`src/rtl/tcon_pkg.sv`:
```
// Shared types for the TFT panel timing controller.
// Assumes 6-bit colour channels packed red, green, blue from MSB down.
package tcon_pkg;
    localparam int COLOR_W = 6;
    localparam int PIX_W   = 3 * COLOR_W;

    typedef struct packed {
        logic [COLOR_W-1:0] red;
        logic [COLOR_W-1:0] green;
        logic [COLOR_W-1:0] blue;
    } pix_t;
endpackage

```
`src/rtl/tcon_line_timer.sv`:
```
// Horizontal timing: counts accepted pixels in a line, re-times them,
// and flags the first and the last pixel of the line.
// Assumes width_i is static during a line and never zero.
module tcon_line_timer
    import tcon_pkg::*;
#(
    parameter int CNT_W = 9
) (
    input  logic             clk_i,
    input  logic             rst_ni,
    input  logic             de_i,
    input  logic             hsync_i,
    input  logic [CNT_W-1:0] width_i,
    input  pix_t             pix_i,
    output pix_t             pix_o,
    output logic             act_o,
    output logic             first_o,
    output logic             last_o
);
    logic [CNT_W-1:0] cnt_q;
    logic             open_line;
    logic             take;

    assign open_line = de_i && !hsync_i;
    assign take      = open_line && (cnt_q < width_i);

    // Pixel counter: restarts whenever the line window closes or sync is seen.
    always_ff @(posedge clk_i) begin
        if (!rst_ni) begin
            cnt_q <= '0;
        end else if (!open_line) begin
            cnt_q <= '0;
        end else if (take) begin
            cnt_q <= cnt_q + 1'b1;
        end
    end

    // Output stage: re-timed pixel plus first/last markers aligned with it.
    always_ff @(posedge clk_i) begin
        if (!rst_ni) begin
            pix_o   <= '0;
            act_o   <= 1'b0;
            first_o <= 1'b0;
            last_o  <= 1'b0;
        end else begin
            pix_o   <= take ? pix_i : '0;
            act_o   <= take;
            first_o <= take && (cnt_q == '0);
            last_o  <= take && (cnt_q == width_i - 1'b1);
        end
    end
endmodule

```
`src/rtl/tcon_frame_timer.sv`:
```
// Vertical timing: line-latch pulse, row shift clock, row start pulse and
// line/frame polarity. A vertical sync edge outranks a line end for the
// polarity and the line count.
// Assumes line_done_i is a single-cycle pulse.
module tcon_frame_timer #(
    parameter int CNT_W = 9
) (
    input  logic             clk_i,
    input  logic             rst_ni,
    input  logic             vsync_i,
    input  logic             line_done_i,
    input  logic [CNT_W-1:0] height_i,
    output logic             latch_o,
    output logic             gate_clk_o,
    output logic             gate_start_o,
    output logic             pol_o
);
    logic             vs_q;
    logic             vs_rise;
    logic             line_end;
    logic             arm_q;
    logic             phase_q;
    logic [CNT_W-1:0] lines_q;

    assign vs_rise  = vsync_i && !vs_q;
    assign line_end = line_done_i && (lines_q < height_i);

    // Sync edge detector and frame phase flip.
    always_ff @(posedge clk_i) begin
        if (!rst_ni) begin
            vs_q    <= 1'b0;
            phase_q <= 1'b0;
        end else begin
            vs_q <= vsync_i;
            if (vs_rise) phase_q <= !phase_q;
        end
    end

    // Line counter and row start arming; sync edge has priority.
    always_ff @(posedge clk_i) begin
        if (!rst_ni) begin
            lines_q <= '0;
            arm_q   <= 1'b0;
        end else if (vs_rise) begin
            lines_q <= '0;
            arm_q   <= 1'b1;
        end else if (line_end) begin
            lines_q <= lines_q + 1'b1;
            arm_q   <= 1'b0;
        end
    end

    // Row-side strobes, all changing on the line end.
    always_ff @(posedge clk_i) begin
        if (!rst_ni) begin
            latch_o      <= 1'b0;
            gate_clk_o   <= 1'b0;
            gate_start_o <= 1'b0;
        end else begin
            latch_o <= line_end;
            if (line_end) begin
                gate_clk_o   <= !gate_clk_o;
                gate_start_o <= arm_q;
            end
        end
    end

    // Polarity: loads the new frame phase on sync, else inverts per line.
    always_ff @(posedge clk_i) begin
        if (!rst_ni) begin
            pol_o <= 1'b0;
        end else if (vs_rise) begin
            pol_o <= !phase_q;
        end else if (line_end) begin
            pol_o <= !pol_o;
        end
    end
endmodule

```
`src/rtl/tcon_start_router.sv`:
```
// Steers the column start pulse to the side chosen by horizontal direction
// and drives the output enables of both sides. Side 0 is the normal-scan
// side. Assumes the pad ring turns a low enable into high impedance.
module tcon_start_router #(
    parameter int SIDES = 2
) (
    input  logic             start_i,
    input  logic             hdir_i,
    output logic [SIDES-1:0] start_o,
    output logic [SIDES-1:0] oe_o
);
    // One enable and one gated pulse per side.
    for (genvar s = 0; s < SIDES; s++) begin : g_side
        if (s == 0) begin : g_normal
            assign oe_o[s] = hdir_i;
        end else begin : g_reverse
            assign oe_o[s] = !hdir_i;
        end
        assign start_o[s] = start_i && oe_o[s];
    end
endmodule

```
`src/rtl/tft_tcon.sv`:
```
// Top of the TFT panel timing controller. Derives the line width and the
// frame height from the geometry pin and ties the line timer, frame timer
// and start router together. Assumes all inputs are synchronous to clk_i
// and that portrait_i is static while running.
module tft_tcon
    import tcon_pkg::*;
#(
    parameter int COLS_PORTRAIT = 240,
    parameter int ROWS_PORTRAIT = 320
) (
    input  logic             clk_i,
    input  logic             rst_ni,
    input  logic             hsync_i,
    input  logic             vsync_i,
    input  logic             de_i,
    input  logic [PIX_W-1:0] rgb_i,
    input  logic             hdir_i,
    input  logic             vdir_i,
    input  logic             portrait_i,
    output logic             src_clk_o,
    output logic [PIX_W-1:0] rgb_o,
    output logic             src_ctl_o,
    output logic             start_l_o,
    output logic             start_l_oe_o,
    output logic             start_r_o,
    output logic             start_r_oe_o,
    output logic             latch_o,
    output logic             gate_clk_o,
    output logic             gate_start_o,
    output logic             gate_mode_o,
    output logic             pol_o,
    output logic             pol_ref_o,
    output logic             hflag_o,
    output logic             vflag_o
);
    localparam int MAX_DIM = (COLS_PORTRAIT > ROWS_PORTRAIT) ? COLS_PORTRAIT : ROWS_PORTRAIT;
    localparam int CNT_W   = $clog2(MAX_DIM + 1);

    logic [CNT_W-1:0] width;
    logic [CNT_W-1:0] height;
    pix_t             pix_in;
    pix_t             pix_out;
    logic             first;
    logic             last;
    logic             pol;
    logic [1:0]       start_side;
    logic [1:0]       oe_side;

    // Geometry selection: landscape swaps the two dimensions.
    assign width  = portrait_i ? CNT_W'(COLS_PORTRAIT) : CNT_W'(ROWS_PORTRAIT);
    assign height = portrait_i ? CNT_W'(ROWS_PORTRAIT) : CNT_W'(COLS_PORTRAIT);
    assign pix_in = pix_t'(rgb_i);

    tcon_line_timer #(.CNT_W(CNT_W)) u_line (
        .clk_i   (clk_i),
        .rst_ni  (rst_ni),
        .de_i    (de_i),
        .hsync_i (hsync_i),
        .width_i (width),
        .pix_i   (pix_in),
        .pix_o   (pix_out),
        .act_o   (src_ctl_o),
        .first_o (first),
        .last_o  (last)
    );

    tcon_frame_timer #(.CNT_W(CNT_W)) u_frame (
        .clk_i        (clk_i),
        .rst_ni       (rst_ni),
        .vsync_i      (vsync_i),
        .line_done_i  (last),
        .height_i     (height),
        .latch_o      (latch_o),
        .gate_clk_o   (gate_clk_o),
        .gate_start_o (gate_start_o),
        .pol_o        (pol)
    );

    tcon_start_router #(.SIDES(2)) u_route (
        .start_i (first),
        .hdir_i  (hdir_i),
        .start_o (start_side),
        .oe_o    (oe_side)
    );

    // Output wiring and pin-level copies.
    assign rgb_o        = pix_out;
    assign src_clk_o    = !clk_i;
    assign start_l_o    = start_side[0];
    assign start_r_o    = start_side[1];
    assign start_l_oe_o = oe_side[0];
    assign start_r_oe_o = oe_side[1];
    assign pol_o        = pol;
    assign pol_ref_o    = pol;
    assign gate_mode_o  = portrait_i;
    assign hflag_o      = hdir_i;
    assign vflag_o      = vdir_i;
endmodule

```
`config.mk`:
```
export PLATFORM = sky130hd
export DESIGN_NAME = tft_tcon
export DESIGN_NICKNAME = d
export VERILOG_FILES = /design/src/rtl/tcon_pkg.sv /design/src/rtl/tcon_line_timer.sv /design/src/rtl/tcon_frame_timer.sv /design/src/rtl/tcon_start_router.sv /design/src/rtl/tft_tcon.sv
export SDC_FILE = /design/constraint.sdc
export NUM_CORES = 1
export LEC_CHECK = 0
export ABC_AREA = 1
export BUFFER_PORTS_ARGS = -buffer_cell sky130_fd_sc_hd__buf_2
export CORE_MARGIN = 2
export CORE_UTILIZATION = 55
export DETAILED_ROUTE_END_ITERATION = 6
export PLACE_DENSITY_LB_ADDON = 0.3
export REMOVE_ABC_BUFFERS = 1
export SLEW_MARGIN = 15
export SYNTH_ARGS = -nofsm -noshare
export SYNTH_HDL_FRONTEND = slang
export SYNTH_HIERARCHICAL = 1
export SYNTH_SLANG_ARGS = --single-unit
```
`constraint.sdc`:
```
create_clock -name clk_i -period 4.45 [get_ports clk_i]
set_input_delay 0.2225 -clock clk_i [delete_from_list [all_inputs] [get_ports clk_i]]
set_output_delay 0.2225 -clock clk_i [all_outputs]
set_load 0.01 [all_outputs]
```
# Word level (Yosys, flattened, before mapping)
# Index checks and enable logic that the tools add are counted.
op_classes:
  addsub: 3
  n_lt_le_gt_ge: 2
  n_eq_ne: 1
  n_mux: 6
  n_bitwise: 1
  n_reduce_logical: 20
ops:
  columns: ["op", "n"]
  rows:
  - ["9-bit by 1-bit adder with 9-bit output (second input constant)", 2]
  - ["9-bit less-than comparator", 2]
  - ["9-bit 2-to-1 mux", 2]
  - ["9-bit == test", 1]
  - ["9-bit logical NOT", 1]
  - ["9-bit by 1-bit subtractor with 9-bit output (second input constant)", 1]
  - ["1-bit logical AND", 8]
  - ["1-bit logical NOT", 7]
  - ["1-bit 2-to-1 mux", 4]
  - ["2-bit AND reduction", 2]
  - ["2-bit nonzero test", 1]
  - ["2-bit OR reduction", 1]
  - ["1-bit NOT", 1]
totals:
  register_bits: 46
  input_bits: 26
  elab_cells: 48

# Depth between registers and ports, before layout
# Gate-level depths: netlist (run 1).
depth:
  depth_word: 5
  mapped_depth: 13

# Modules after synthesis
# The synthesis (run 1) kept the hierarchy.
by_module_without_submodules:
  columns: ["module", "instances", "cells_each", "area_per_inst_um2"]
  rows:
  - ["tcon_line_timer", 1, 245, 1798.0]
  - ["tcon_frame_timer", 1, 144, 977.2]
  - ["tft_tcon", 1, 8, 45.0]
  - ["tcon_start_router", 1, 6, 26.3]

==> results.cfg, run 1 <==
[worst_setup_path]
arrival_ns = 2.68
rr_endpoint = u_line/first_o$_SDFF_PN0_
critPathKind = clk -> out
end_kind = output port
cp-start-kind = clock port
r2r_slack_ns = 2.43
rr_worst_depth = 7
rr_startpoint = u_line/cnt_q[5]$_SDFFE_PN0P_
critPathMaxFanout = 10
cp.required_ns = 4.23

[route]
firstDrtPassIters = 4
via_count = 2476
via_per_inst = 4.57
drt_iter0_markers = 140
drc = 0
postRouteAntennaNets = 0
wl_um = 5390
wire_per_inst_um = 9.95

[layout]
design_area_um2 = 3260
diodes = 0
final_common_cell = nand2_1
reg_top3 = u_line/pix_o x18, u_frame/lines_q x9, u_line/cnt_q x9
fin_nets = 518
largest_reg_flops = 18
largest_register = u_line/pix_o
area_delta_synth_final_pct = 14.4
final_cell_mix = nand2_1, inv_1, buf_2
fillers = 461
fin_cells = 542
drive_gt1_share_pct = 18.6

[power_and_ir_drop]
power_density_nw_per_um2 = 243
p_total_mw = 0.791
total_leakage_power_nw = 1.75
vdd_drop_max_mv = 0.223

[global_routing]
overflow = 0
grt_pass1_wl_um = 9580
antenna_found_initial = 0
grt_max_degree = 20
grt_pass1_vias = 2332
gr-usage-all-layers_pct = 19.6

[timing]
worst_clock_skew_ns = 0.00669
holdWs_ns = 0.123
drv_slew = 0
setup_viol = 0
hold_violations = 0
tns_ns = 0
rsz0062_at_grt = false

[clock_network]
cts_resized = 0
cts_buffers = 5
ctsRootBufferMaster = clkbuf_8
post_cts_buffers = 0
cts_hold_buf = 0
clkLatencyLatePin_ns = 0.29
cts_htree_levels = 2
cts_tree = done
cts_buffer_depth = 2
clk_pin_slew_ns = 0.09

[floorplan]
die_x_um = 75.9
rows = 26
die_area_um2 = 5770
pin_count = 58
initial_utilization_pct = 56.5
core_um2 = 5040
dieHeight_um = 75.9

[logic_synthesis]
synth_top_area_share_pct = 32.4
synth_area_um2 = 2850
synth_warnings = 6
synthDistinctLibCells = 28
synth_cells = 403
yosys.area.top_type = dfxtp_1
syn-mean-instance-area_um2 = 7.06
ys_seq_elements = 46
synth_area_leaders = dfxtp_1, nand2_1, inv_1, ha_1, nor2_1
ys_seq_area_share_pct = 32.4

[place]
dpl.hpwl_um = 4220
post-place-cells = 534
dpl_cell_area_um2 = 3170
portBuffers = 55
gp_congestion = 0.843

[run_status]
status = finished, final reports clean

[run]
cap_violations = 0

[worst_hold_path]
hp-start = vsync_i
hold-path-cell-count = 3
holdPathEnd = u_frame/vs_q$_SDFF_PN0_
min_path_type = in -> reg
## how the worst max path moves through the flow
stage	end	cells after the start	slack, ns	start
after global routing	src_clk_o	4	1.51	clk_i
after CTS	src_clk_o	4	1.54	clk_i
after global placement	src_clk_o	2	1.87	clk_i
after detailed placement	src_clk_o	2	1.87	clk_i
final	src_clk_o	4	1.55	clk_i
after floorplan	src_clk_o	1	1.93	clk_i
## synthesized netlist by cell type
cell type	number
a21oi_1	24
a21oi_2	1
buf_12	1
buf_2	1
buf_4	5
buf_6	4
conb_1	2
dfxtp_1	46
ha_1	21
inv_1	77
inv_2	1
nand2_1	109
nand2_2	2
nand3_1	20
nand3_2	4
nand3_4	2
nand3b_1	4
nand4_1	4
nor2_1	37
nor2_2	3
nor2_4	11
nor2b_4	1
nor3_1	3
o21ai_0	6
or2_0	1
xnor2_1	2
xnor3_1	1
xor2_1	10
## logic make-up after synthesis
group | count (synthesis) | synth area share [%]
XOR/XNOR | 13 | 4.48
adder cells (fa/ha/maj) | 21 | 9.23
other | 2 | 0.264
AND/OR/NAND/NOR | 201 | 34.0
buffers and inverters | 89 | 14.1
flip-flops | 46 | 32.4
AO/OA/AOI/OAI | 31 | 5.58
## report_power, final
group	internal (mW)	switching, mW	leakage [nW]
Combinational	0.0354	0.0576	1.32
Clock	0.121	0.155	0.0582
Sequential	0.419	0.00322	0.373
## critical path, stage by stage
cell and delay (ns):
clkbuf_8 0.13, clkbuf_8 0.16, inv_1 0.05, buf_2 0.12
## layout make-up
cell class / count / area, um^2 / share of cell area [%]
clock buffers: 6 / 73.8 / 2.27
clock inverters: 4 / 26.3 / 0.807
inverters: 77 / 289 / 8.87
multi-input cells: 285 / 1590 / 48.8
flip-flops and latches: 46 / 921 / 28.3
well taps: 70 / 87.6 / 2.69
repair buffers: 54 / 270 / 8.30
## stage by stage
stage	utilization, %	setup slack, ns
4_1_cts	64.6	1.54
2_1_floorplan	-	1.93
6_report	64.6	1.55
5_1_grt	64.6	1.51
3_3_place_gp	62.8	1.87
3_5_place_dp	62.8	1.87
## per-layer routing
layer	GRT usage [%]	vias to the layer above	routed length, um
li1	-	1338	-
met1	24.9	1088	2510
met2	33.8	48	2530
met3	5.12	2	328
met4	4.18	0	23
met5	0	-	0
Power figures use the tool's default switching activity.
==> inputs of run 2 (changes only) <==
- CORE_UTILIZATION: 55 -> 50
- clock period: 4.45 -> 2.4 ns (I/O delays scaled with it)
==> results.cfg, run 2 (synthesis results as in run 1) <==
[timing]
setup_viol = 0
period_needed_ns = 1.89
rsz0062_at_grt = false
tns_ns = 0
worst_clock_skew_ns = 0.0116
hold_violations = 0
drv_slew = 0
timing.fmax_ghz = 0.528
finalCritPeriodShare_pct = 78.9

[layout]
final_common_cell = nand2_1
area_delta_synth_final_pct = 16.0
reg_top3 = u_line/pix_o x18, u_frame/lines_q x9, u_line/cnt_q x9
drive_gt1_share_pct = 19.5
largest_register = u_line/pix_o
final_core_util_pct = 60.0
fin_cells = 549
diodes = 0
fin_nets = 523
largest_reg_flops = 18
final_cell_mix = nand2_1, inv_1, buf_2

[global_routing]
antenna_found_initial = 0
overflow = 0
grt_pass1_vias = 2348
gr-usage-all-layers_pct = 19.6
grt_max_degree = 20
grt_pass1_wl_um = 9870

[place]
portBuffers = 55
post-place-cells = 541
gp_congestion = 0.814
dpl.hpwl_um = 4410

[route]
via_count = 2499
wl_um = 5610
firstDrtPassIters = 4
drc = 0
drt_iter0_markers = 99
postRouteAntennaNets = 0
via_per_inst = 4.55
wire_per_inst_um = 10.2

[power_and_ir_drop]
power_density_nw_per_um2 = 450
total_leakage_power_nw = 1.78
vdd_drop_max_mv = 0.335

[floorplan]
die_x_um = 79.5
initial_utilization_pct = 51.7
pin_count = 58
rows = 27
die_area_um2 = 6310
dieHeight_um = 79.5
core_um2 = 5510

[clock_network]
clkLatencyLatePin_ns = 0.30
cts_tree = done
ctsRootBufferMaster = clkbuf_8
cts_buffer_depth = 2
clk_pin_slew_ns = 0.09
cts_hold_buf = 0
cts_htree_levels = 2
cts_buffers = 5
post_cts_buffers = 0
cts_resized = 0

[worst_setup_path]
critical_path.slowest_cell = dfxtp_1
cp.required_ns = 2.62
cp_slowest_stage_delay_ns = 0.43
critPathMaxFanout = 19
cp-start-kind = register
end_kind = register
critPathKind = reg -> reg
arrival_ns = 2.11
crit_chain = ha_1, a21oi_1, nand3_2, nor2b_4, nand3_4, buf_4, nor3_1

[run_status]
status = finished, final reports clean

[run]
cap_violations = 0

[worst_hold_path]
min_path_type = in -> reg
## run 2: cell types whose count changed in the layout (fill, tap and decap cells not counted)
cell | before | now
buf_4 | 0 | 5
clkbuf_8 | 5 | 6
clkinv_2 | 1 | 0
clkinvlp_2 | 0 | 1
inv_6 | 2 | 1
## run 2: metrics by stage
step | setup WS [ns] | hold slack (ns) | instance area (um^2) | total power, mW
3_5_place_dp | 0.389 | 0.240 | 3210 | 1.00
2_1_floorplan | 0.666 | 0.164 | 2800 | 0.928
4_1_cts | 0.516 | 0.0151 | 3300 | 1.51
5_1_grt | 0.254 | 0.0265 | 3300 | 1.57
3_3_place_gp | 0.476 | 0.240 | 3210 | 0.997
6_report | 0.506 | 0.0214 | 3300 | 1.49
## run 2: path summary, 6_finish.rpt
path	from	depth (start not counted)	slack (ns)	end
setup / recovery	u_line/cnt_q[8]$_SDFFE_PN0P_	7	0.51	u_line/first_o$_SDFF_PN0_
hold / removal	vsync_i	3	0.02	u_frame/vs_q$_SDFF_PN0_
setup reg to reg	u_line/cnt_q[8]$_SDFFE_PN0P_	7	0.51	u_line/first_o$_SDFF_PN0_
hold reg to reg	u_frame/arm_q$_SDFFE_PN0P_	2	0.47	u_frame/arm_q$_SDFFE_PN0P_
## run 2: where the power goes
group	total [mW]	internal, mW	switching [mW]
clock	0.531	0.248	0.283
sequential	0.783	0.777	0.00557
combinational	0.172	0.0660	0.106
## run 2: layout make-up
| type | count | area [um^2] |
|---|---|---|
| Multi-Input combinational cell | 285 | 1590 |
| Tap cell | 72 | 90.1 |
| Clock buffer | 7 | 87.6 |
| Sequential cell | 46 | 921 |
| Fill cell | 532 | 2200 |
| Inverter | 77 | 289 |
| Clock inverter | 3 | 17.5 |
| Timing Repair Buffer | 59 | 308 |
## run 2: worst max-delay path, delay by kind of cell, from the launching register on
family	cells	cell delay [ns]
AOI/OAI and AO/OA	1	0.19
adders and majority gates	1	0.29
buffers and inverters	1	0.26
DFF	1	0.43
and+or+nand+nor	4	0.65
## run 2: metal layers
metal  global-route usage (%)  up-vias  part of all wire (%)
met5                        0        -                     0
met4                     5.69        0                   1.1
met3                     6.33        5                   7.8
met2                     31.9       65                    44
met1                     24.8     1085                    47
li1                         -     1344                     -
==> inputs of run 3 (changes only) <==
- CORE_UTILIZATION: 50 -> 55
- clock period: 2.4 -> 2 ns (I/O delays scaled with it)
==> results.cfg, run 3 (synthesis results as in run 1) <==
[run_status]
status = finished, final reports clean

[clock_network]
clk_pin_slew_ns = 0.09
cts_tree = done
cts_htree_levels = 2
cts_buffer_depth = 2
cts_buffers = 5
cts_resized = 0
clkLatencyLatePin_ns = 0.30
ctsRootBufferMaster = clkbuf_8

[power_and_ir_drop]
power_density_nw_per_um2 = 519
vdd_drop_max_mv = 0.444
total_leakage_power_nw = 1.83
p_total_mw = 1.76

[worst_setup_path]
cp_slowest_stage_delay_ns = 0.43
end_kind = register
crit_chain = ha_1, nand2_2, inv_1, nand2_1, nand3_2, nor2b_4, nand3_4, buf_12, nor2_1
critical_path.slowest_cell = dfxtp_1
critPathKind = reg -> reg
critPathMaxFanout = 13
arrival_ns = 1.96
cp-start-kind = register
cp.required_ns = 2.24

[layout]
fin_nets = 533
fillers = 451
final_cell_mix = nand2_1, inv_1, buf_2
reg_top3 = u_line/pix_o x18, u_frame/lines_q x9, u_line/cnt_q x9
seqCellArea_um2 = 921
final_common_cell = nand2_1
multi_input_area_um2 = 1590
area_delta_synth_final_pct = 19.2
largest_register = u_line/pix_o
diodes = 0
largest_reg_flops = 18
drive_gt1_share_pct = 19.9

[place]
gp_congestion = 0.841
pre_cts_ws_ns = 0.168
portBuffers = 55
dpl.hpwl_um = 4480

[timing]
setup_viol = 0
drv_slew = 0
worst_clock_skew_ns = 0.00770
period_needed_ns = 1.72
finalCritPeriodShare_pct = 86.0
setup_ws_ns = 0.281
tns_ns = 0
hold_violations = 0
rsz0062_at_grt = false
timing.fmax_ghz = 0.582
holdWs_ns = 0.0105

[floorplan]
initial_utilization_pct = 56.5
die_area_um2 = 5770
core_um2 = 5040
pin_count = 58
dieHeight_um = 75.9
rows = 26
die_x_um = 75.9

[global_routing]
grt_pass1_wl_um = 10300
overflow = 0
grt_pass1_vias = 2474
grt_max_degree = 16
antenna_found_initial = 0
gr-usage-all-layers_pct = 21.7

[run]
cap_violations = 0

[route]
wire_per_inst_um = 10.4
wl_um = 5800
via_per_inst = 4.64
postRouteAntennaNets = 0
firstDrtPassIters = 4
via_count = 2584
drt_iter0_markers = 121
drc = 0

[worst_hold_path]
min_path_type = in -> reg
==> run 3: path summary, 6_finish.rpt <==
check | from | to | slack, ns | depth (start not counted)
setup reg to reg | u_line/cnt_q[8]$_SDFFE_PN0P_ | u_line/pix_o[17]$_SDFF_PN0_ | 0.28 | 9
hold reg to reg | u_frame/arm_q$_SDFFE_PN0P_ | u_frame/arm_q$_SDFFE_PN0P_ | 0.46 | 2
setup / recovery | u_line/cnt_q[8]$_SDFFE_PN0P_ | u_line/pix_o[17]$_SDFF_PN0_ | 0.28 | 9
hold / removal | rgb_i[2] | u_line/pix_o[2]$_SDFF_PN0_ | 0.01 | 3
==> run 3: final cells by class <==
cell class,count,share of cell area [%]
inverters,77,8.52
flip-flops and latches,46,27.1
well taps,70,2.58
clock buffers,6,2.18
repair buffers,69,12.0
multi-input cells,285,46.8
clock inverters,4,0.737
==> run 3: per-layer routing <==
metal / vias to the layer above / part of all wire (%) / GRT usage, % / wire length, um
li1: 1367 / - / - / -
met1: 1128 / 44 / 26.2 / 2550
met2: 78 / 48 / 37.7 / 2780
met3: 11 / 6.4 / 4.88 / 370
met4: 0 / 1.7 / 8.36 / 101
met5: - / 0 / 0 / 0
==> run 3: worst max-delay path: cells and delay by family (launching register included) <==
family	cells	cell delay, ns
and+or+nand+nor	6	0.68
DFF	1	0.43
buffers and inverters	2	0.25
adders and majority gates	1	0.28
==> run 3: repair_timing <==
item	in CTS	in global routing
hold buffers	5	0
buffers inserted	0	0
endpoints found under the hold margin	5	0
==> run 3: where the power goes <==
group / total [mW] / internal, mW / switching (mW) / leakage, nW
combinational: 0.221 / 0.0896 / 0.132 / 1.40
sequential: 0.939 / 0.933 / 0.00647 / 0.373
clock: 0.601 / 0.262 / 0.339 / 0.0588
total: 1.76 / 1.28 / 0.477 / 1.83
==> run 3: metrics by stage <==
stage          instance area (um^2)  cells  util [%]
2_1_floorplan                  2800    409         -
5_1_grt                        3390    557      67.3
6_report                       3390    557      67.3
4_1_cts                        3390    557      67.3
3_3_place_gp                   3250    544      64.5
3_5_place_dp                   3250    544      64.5
